$ cat config.mk
export PLATFORM = sky130hd
export DESIGN_NAME = spin_pause_exit
export DESIGN_NICKNAME = d
export VERILOG_FILES = /design/src/rtl/spin_pause_pkg.sv /design/src/rtl/pause_qualify.sv /design/src/rtl/pause_burst_eval.sv /design/src/rtl/pause_stamp_regs.sv /design/src/rtl/pause_exit_fsm.sv /design/src/rtl/spin_pause_exit.sv
export SDC_FILE = /design/constraint.sdc
export NUM_CORES = 1
export LEC_CHECK = 0
export BUFFER_PORTS_ARGS = -buffer_cell sky130_fd_sc_hd__clkbuf_2
export CAP_MARGIN = 20
export CORE_MARGIN = 4
export CORE_UTILIZATION = 45
export CTS_BUF_LIST = sky130_fd_sc_hd__clkbuf_8
export CTS_CLUSTER_DIAMETER = 150
export DETAILED_ROUTE_END_ITERATION = 16
export PLACE_DENSITY = 0.64
export SLEW_MARGIN = 20
export SYNTH_ARGS = -nofsm -noshare
export SYNTH_HDL_FRONTEND = slang
export SYNTH_HIERARCHICAL = 1
export SYNTH_SLANG_ARGS = --single-unit
$ cat constraint.sdc
create_clock -name clk -period 4.5 [get_ports clk]
set_input_delay 0.675 -clock clk [delete_from_list [all_inputs] [get_ports clk]]
set_output_delay 0.675 -clock clk [all_outputs]
set_load 0.05 [all_outputs]
$ cat src/rtl/spin_pause_pkg.sv
package spin_pause_pkg;
    typedef enum logic [1:0] {
        RSN_NONE   = 2'd0,
        RSN_UNCOND = 2'd1,
        RSN_SPIN   = 2'd2
    } exit_rsn_e;

    typedef enum logic {
        EXS_WATCH = 1'b0,
        EXS_RAISE = 1'b1
    } exit_state_e;
endpackage

$ cat src/rtl/pause_qualify.sv
module pause_qualify #(
    parameter int PRIV_W = 2
) (
    input  logic              pause_vld,
    input  logic [PRIV_W-1:0] cpl,
    input  logic              uncond_en,
    input  logic              loop_en,
    output logic              hit_uncond,
    output logic              hit_loop
);
    localparam logic [PRIV_W-1:0] RING0 = '0;

    always_comb begin
        hit_uncond = pause_vld && uncond_en;
        hit_loop   = pause_vld && !uncond_en && loop_en && (cpl == RING0);
    end
endmodule

$ cat src/rtl/pause_burst_eval.sv
module pause_burst_eval #(
    parameter int TS_W = 64
) (
    input  logic [TS_W-1:0] now_ts,
    input  logic [TS_W-1:0] first_ts,
    input  logic [TS_W-1:0] last_ts,
    input  logic [TS_W-1:0] gap_val,
    input  logic [TS_W-1:0] window_val,
    output logic            starts_burst,
    output logic            over_window
);
    logic [TS_W-1:0] since_last;
    logic [TS_W-1:0] since_first;

    always_comb begin
        // modular subtraction: wraparound of the timestamp is harmless
        since_last   = now_ts - last_ts;
        since_first  = now_ts - first_ts;
        starts_burst = since_last > gap_val;
        over_window  = !starts_burst && (since_first > window_val);
    end
endmodule

$ cat src/rtl/pause_stamp_regs.sv
module pause_stamp_regs #(
    parameter int TS_W = 64
) (
    input  logic            clk,
    input  logic            rst_n,
    input  logic            hit_loop,
    input  logic            starts_burst,
    input  logic [TS_W-1:0] now_ts,
    output logic [TS_W-1:0] first_ts,
    output logic [TS_W-1:0] last_ts
);
    always_ff @(posedge clk or negedge rst_n) begin
        if (!rst_n) begin
            first_ts <= '0;
            last_ts  <= '0;
        end else if (hit_loop) begin
            last_ts <= now_ts;
            if (starts_burst) begin
                first_ts <= now_ts;
            end
        end
    end

    // last timestamp follows every qualifying pause
    a_r5_last_updated: assert property (@(posedge clk) disable iff (!rst_n)
        hit_loop |=> last_ts == $past(now_ts));

    // a new burst records its start time
    a_r3_burst_restart: assert property (@(posedge clk) disable iff (!rst_n)
        (hit_loop && starts_burst) |=> first_ts == $past(now_ts));

    // without a qualifying pause the timestamps hold
    a_r2_stamps_hold: assert property (@(posedge clk) disable iff (!rst_n)
        !hit_loop |=> ($stable(first_ts) && $stable(last_ts)));
endmodule

$ cat src/rtl/pause_exit_fsm.sv
module pause_exit_fsm
    import spin_pause_pkg::*;
(
    input  logic      clk,
    input  logic      rst_n,
    input  logic      hit_uncond,
    input  logic      hit_spin,
    output logic      exit_req,
    output exit_rsn_e exit_reason
);
    exit_state_e state_q, state_d;
    exit_rsn_e   rsn_q, rsn_d;

    always_comb begin
        state_d = state_q;
        rsn_d   = RSN_NONE;
        unique case (state_q)
            EXS_WATCH: begin
                if (hit_uncond || hit_spin) state_d = EXS_RAISE;
            end
            EXS_RAISE: begin
                if (!(hit_uncond || hit_spin)) state_d = EXS_WATCH;
            end
            default: state_d = EXS_WATCH;
        endcase
        if (hit_uncond)    rsn_d = RSN_UNCOND;
        else if (hit_spin) rsn_d = RSN_SPIN;
    end

    always_ff @(posedge clk or negedge rst_n) begin
        if (!rst_n) begin
            state_q <= EXS_WATCH;
            rsn_q   <= RSN_NONE;
        end else begin
            state_q <= state_d;
            rsn_q   <= rsn_d;
        end
    end

    always_comb begin
        exit_req    = (state_q == EXS_RAISE);
        exit_reason = exit_req ? rsn_q : RSN_NONE;
    end

    // unconditional control wins and is reported next cycle
    a_r1_uncond_exit: assert property (@(posedge clk) disable iff (!rst_n)
        hit_uncond |=> (exit_req && exit_reason == RSN_UNCOND));

    // spin detection reported next cycle with its own reason
    a_r4_spin_exit: assert property (@(posedge clk) disable iff (!rst_n)
        (hit_spin && !hit_uncond) |=> (exit_req && exit_reason == RSN_SPIN));

    // no request without a trigger in the previous cycle
    a_r7_no_spurious: assert property (@(posedge clk) disable iff (!rst_n)
        !(hit_uncond || hit_spin) |=> !exit_req);
endmodule

$ cat src/rtl/spin_pause_exit.sv
module spin_pause_exit
    import spin_pause_pkg::*;
#(
    parameter int TS_W   = 64,
    parameter int PRIV_W = 2
) (
    input  logic              clk,
    input  logic              rst_n,
    input  logic [TS_W-1:0]   now_ts,
    input  logic              pause_vld,
    input  logic [PRIV_W-1:0] cpl,
    input  logic              uncond_en,
    input  logic              loop_en,
    input  logic [TS_W-1:0]   gap_val,
    input  logic [TS_W-1:0]   window_val,
    output logic              exit_req,
    output logic [1:0]        exit_reason
);
    logic            hit_uncond, hit_loop;
    logic            starts_burst, over_window;
    logic [TS_W-1:0] first_ts, last_ts;
    exit_rsn_e       rsn;

    pause_qualify #(.PRIV_W(PRIV_W)) u_qual (
        .pause_vld (pause_vld),
        .cpl       (cpl),
        .uncond_en (uncond_en),
        .loop_en   (loop_en),
        .hit_uncond(hit_uncond),
        .hit_loop  (hit_loop)
    );

    pause_burst_eval #(.TS_W(TS_W)) u_eval (
        .now_ts      (now_ts),
        .first_ts    (first_ts),
        .last_ts     (last_ts),
        .gap_val     (gap_val),
        .window_val  (window_val),
        .starts_burst(starts_burst),
        .over_window (over_window)
    );

    pause_stamp_regs #(.TS_W(TS_W)) u_stamp (
        .clk         (clk),
        .rst_n       (rst_n),
        .hit_loop    (hit_loop),
        .starts_burst(starts_burst),
        .now_ts      (now_ts),
        .first_ts    (first_ts),
        .last_ts     (last_ts)
    );

    pause_exit_fsm u_fsm (
        .clk        (clk),
        .rst_n      (rst_n),
        .hit_uncond (hit_uncond),
        .hit_spin   (hit_loop && over_window),
        .exit_req   (exit_req),
        .exit_reason(rsn)
    );

    assign exit_reason = rsn;

    // non-qualifying pauses with the unconditional control off stay silent
    a_r2_silent: assert property (@(posedge clk) disable iff (!rst_n)
        (pause_vld && !uncond_en && (!loop_en || cpl != '0)) |=> !exit_req);

    // an unconditional exit leaves the burst timestamps alone
    a_r1_stamps_frozen: assert property (@(posedge clk) disable iff (!rst_n)
        (pause_vld && uncond_en) |=> ($stable(first_ts) && $stable(last_ts)));

    // a request always carries a cause, idle carries none
    a_r7_reason_valid: assert property (@(posedge clk) disable iff (!rst_n)
        exit_req == (exit_reason != 2'd0));
endmodule

==> results.toml <==
[outcome]
status = "finished, violations left"
violations = "negative setup slack"

[synthesis]
synth-compound-area-share = 0.216
synthXorXnorAreaFrac = 0.0673
synth_nets = 2365
ys_types = 80
synth_top_cell_area_share = 0.207
synth_top_family_by_area = "compound AO/OA/AOI/OAI gates"
syn_inst = 1910
syn_avg_cell_area_sq_um = 8.31
synth-seq-cells = 131
synth_simple_gate_area_frac = 0.131
synth_top_area_cell = "dfrtp_1"
synth.cell_area_sq_mm = 0.0159
synthArstFlopShare = 1.00
yosys-top-cells-area = "dfrtp_1, ha_1, mux2_2, inv_1, a21o_1"
synth_top_flop_cell = "dfrtp_1"
yosysSeqAreaShare = 0.207
synth_edf_count = 0
synth.area.mux_share = 0.0915
yosys_warnings = 6
synthAdderAreaFrac = 0.203

[pwr]
peakVddDrop_uv = 320
combPwrFrac = 0.770
leakagePower_uw = 0.0118
p_per_area_mw_per_mm2 = 583
switching_share = 0.439
seq_power_share = 0.142
p_sw_uw = 5590
p_total_uw = 12700
clockPowerShare = 0.087
intPower_uw = 7130

[placement]
placement.io_buffers = 201
place_congestion = 0.958
placed_cell_area_sq_mm = 0.0209
dpl.hpwl_mm = 42.5

[final_layout]
final_common_cell = "buf_4"
drive_above_1_share = 0.350
layout_common_cells = "buf_4, inv_1, ha_1"
utilization = 0.630
design_area_sq_mm = 0.0218
syn2layout_area_growth_pct = 37.5
final_nets = 3010

[worst_setup_path]
rrSetupSlack_ps = -910
r2r_cells = 25
reg2reg_from = "u_stamp/last_ts[0]"
reg2reg_to = "u_stamp/first_ts[39]"
crit_path_end_kind = "flip-flop"
criticalPathCategory = "flip-flop to flip-flop"
cp.arrival_ps = 5750
worstPathMaxFanout = 9
crit_path_start_kind = "flip-flop"
cp.required_ps = 4840

[floorplanning]
dieHeight_microns = 196
dieArea_sq_mm = 0.0383
ios = 202
start_util = 0.458
dieWidth_microns = 196
core.rowCount = 68
core_region_area_sq_mm = 0.0346

[detailed_routing]
vias = 16115
drt-wirelength-per-cell_microns = 17.1
drc = 0
first_pass_iters = 6
routed_wl_mm = 51.6
first_iter_violations = 913
via_per_inst = 5.33
ant_nets = 0

[timing]
tightest_slew_ps = 777
rsz0062_at_grt = "yes"
setup_viol = 66
slew_violations = 0
layout_setup_ws_ps = -912
max_freq_mhz = 185
fin_crit_ps = 5410
relSlewSlack = 0.482
skew_ps = 15.9
fin_crit_sh = 1.20
tns_ps = -57010
finalHoldViolations = 0

[clock_tree]
cts_made_buffers = 17
clkSinkCount = 131
cts_root_buf = "clkbuf_8"
cts_max_level = 4
cts_tree = "yes"
clk_pin_slew_ps = 90
clk_path_buf_depth = 2
clk_latency_ps = 470

[global_route]
grtUsageTotal = 0.259
antenna_found_initial = 1
grt_pass1_vias = 16447
overflow = 0
grt_start_max_net_pins = 69
grt_pass1_wl_mm = 82.0

[run]
maxCapViolations = 0

[min_path]
hold_path_class = "input port to async pin"
==> area by class of cell <==
class                   count  area, sq um
fillers                  3112        12800
flip-flops and latches    131         3280
repair buffers            680         4780
clock inverters            14          178
diodes                      1         2.50
inverters                 280         1050
well taps                 455          569
clock buffers              18          248
multi-input cells        1445        11700
==> critical path, cell delays in order (launching register included) <==
cell and delay [ps]:
dfrtp_1 390, ha_4 150, inv_2 40, fa_2 390
a211oi_4 280, o21ai_4 130, a41o_1 260, o21a_1 200
o21ai_1 120, buf_4 160, a2111o_1 130, o211ai_1 130
a221o_1 380, a21oi_2 150, xnor2_1 80, ha_2 180
a21o_1 150, a21o_1 150, a21oi_1 140, o211ai_1 190
a221oi_1 330, o21ai_1 150, o22a_4 330, nand2_8 170
buf_12 160, mux2_2 330
==> layer usage <==
metal	vias up	GRT usage	wire, microns
met5	-	0	0
met1	7595	0.352	23700
met2	369	0.434	24200
met4	0	0.0789	1410
li1	8081	-	-
met3	70	0.0299	2300
==> worst max-delay path by stage <==
stage,end,cells after the start,start,slack (ps)
after floorplan,u_stamp/first_ts[1],25,now_ts[29],-440
after global placement,u_stamp/first_ts[25],28,now_ts[0],-1270
after detailed placement,u_stamp/first_ts[24],28,now_ts[0],-1350
after CTS,u_stamp/first_ts[49],25,u_stamp/last_ts[0],-850
after global routing,u_stamp/first_ts[35],26,u_stamp/last_ts[0],-1070
final,u_stamp/first_ts[39],25,u_stamp/last_ts[0],-910
==> repair_timing <==
action	4_1_cts	5_1_grt
endpoints found under the hold margin	0	0
pin swaps	2	24
cloned	2	7
buffers inserted	4	2
setup endpoints to repair	66	66
resized for setup	41	44
hold buffers	0	0
==> logic make-up after synthesis <==
kind of cell    Yosys count
compound gates          519
xor+xnor                122
fa+ha+maj               256
buf+inv                 335
flops                   131
mux                     129
simple gates            418
==> power by group through the flow <==
stage                     registers [uW]  logic (uW)  clock network [uW]
final                               1810        9800                1110
after global routing                1870       10900                1180
after CTS                           1800        9580                1130
after global placement              1800        9140                   0
after detailed placement            1820        9370                   0
after floorplan                     1760        5790                   0
==> per-stage QoR <==
| step | hold WS (ps) | cells | setup slack (ps) |
|---|---|---|---|
| after floorplan | 379 | 1910 | -444 |
| after global placement | 473 | 2978 | -1270 |
| after detailed placement | 481 | 2978 | -1350 |
| after CTS | 269 | 3016 | -845 |
| after global routing | 298 | 3023 | -1070 |
| final | 253 | 3024 | -912 |
==> sequential cells by signal (all words and copies together) (netlist names) <==
signal and count:
u_stamp/first_ts 64, u_stamp/last_ts 64, u_fsm/rsn_q 2, u_fsm/exit_req 1
==> cells in the mapped netlist (6+ instances only) <==
| library cell | number |
|---|---|
| a211oi_1 | 15 |
| a21o_1 | 112 |
| a21oi_1 | 158 |
| a221oi_1 | 9 |
| a31oi_1 | 20 |
| and2_1 | 9 |
| and3_1 | 18 |
| buf_6 | 12 |
| clkbuf_1 | 39 |
| dfrtp_1 | 131 |
| ha_1 | 254 |
| inv_1 | 280 |
| mux2_2 | 124 |
| nand2_1 | 121 |
| nand2b_1 | 18 |
| nand3_1 | 35 |
| nand4_1 | 61 |
| nor2_1 | 87 |
| nor2b_1 | 18 |
| nor3_1 | 14 |
| nor4_1 | 8 |
| o211ai_1 | 10 |
| o21a_1 | 10 |
| o21ai_0 | 91 |
| o21bai_1 | 16 |
| o31ai_1 | 9 |
| or2_2 | 6 |
| or3_1 | 6 |
| xnor2_1 | 65 |
| xor2_1 | 57 |
No activity file was read; power rests on OpenSTA's default activity.
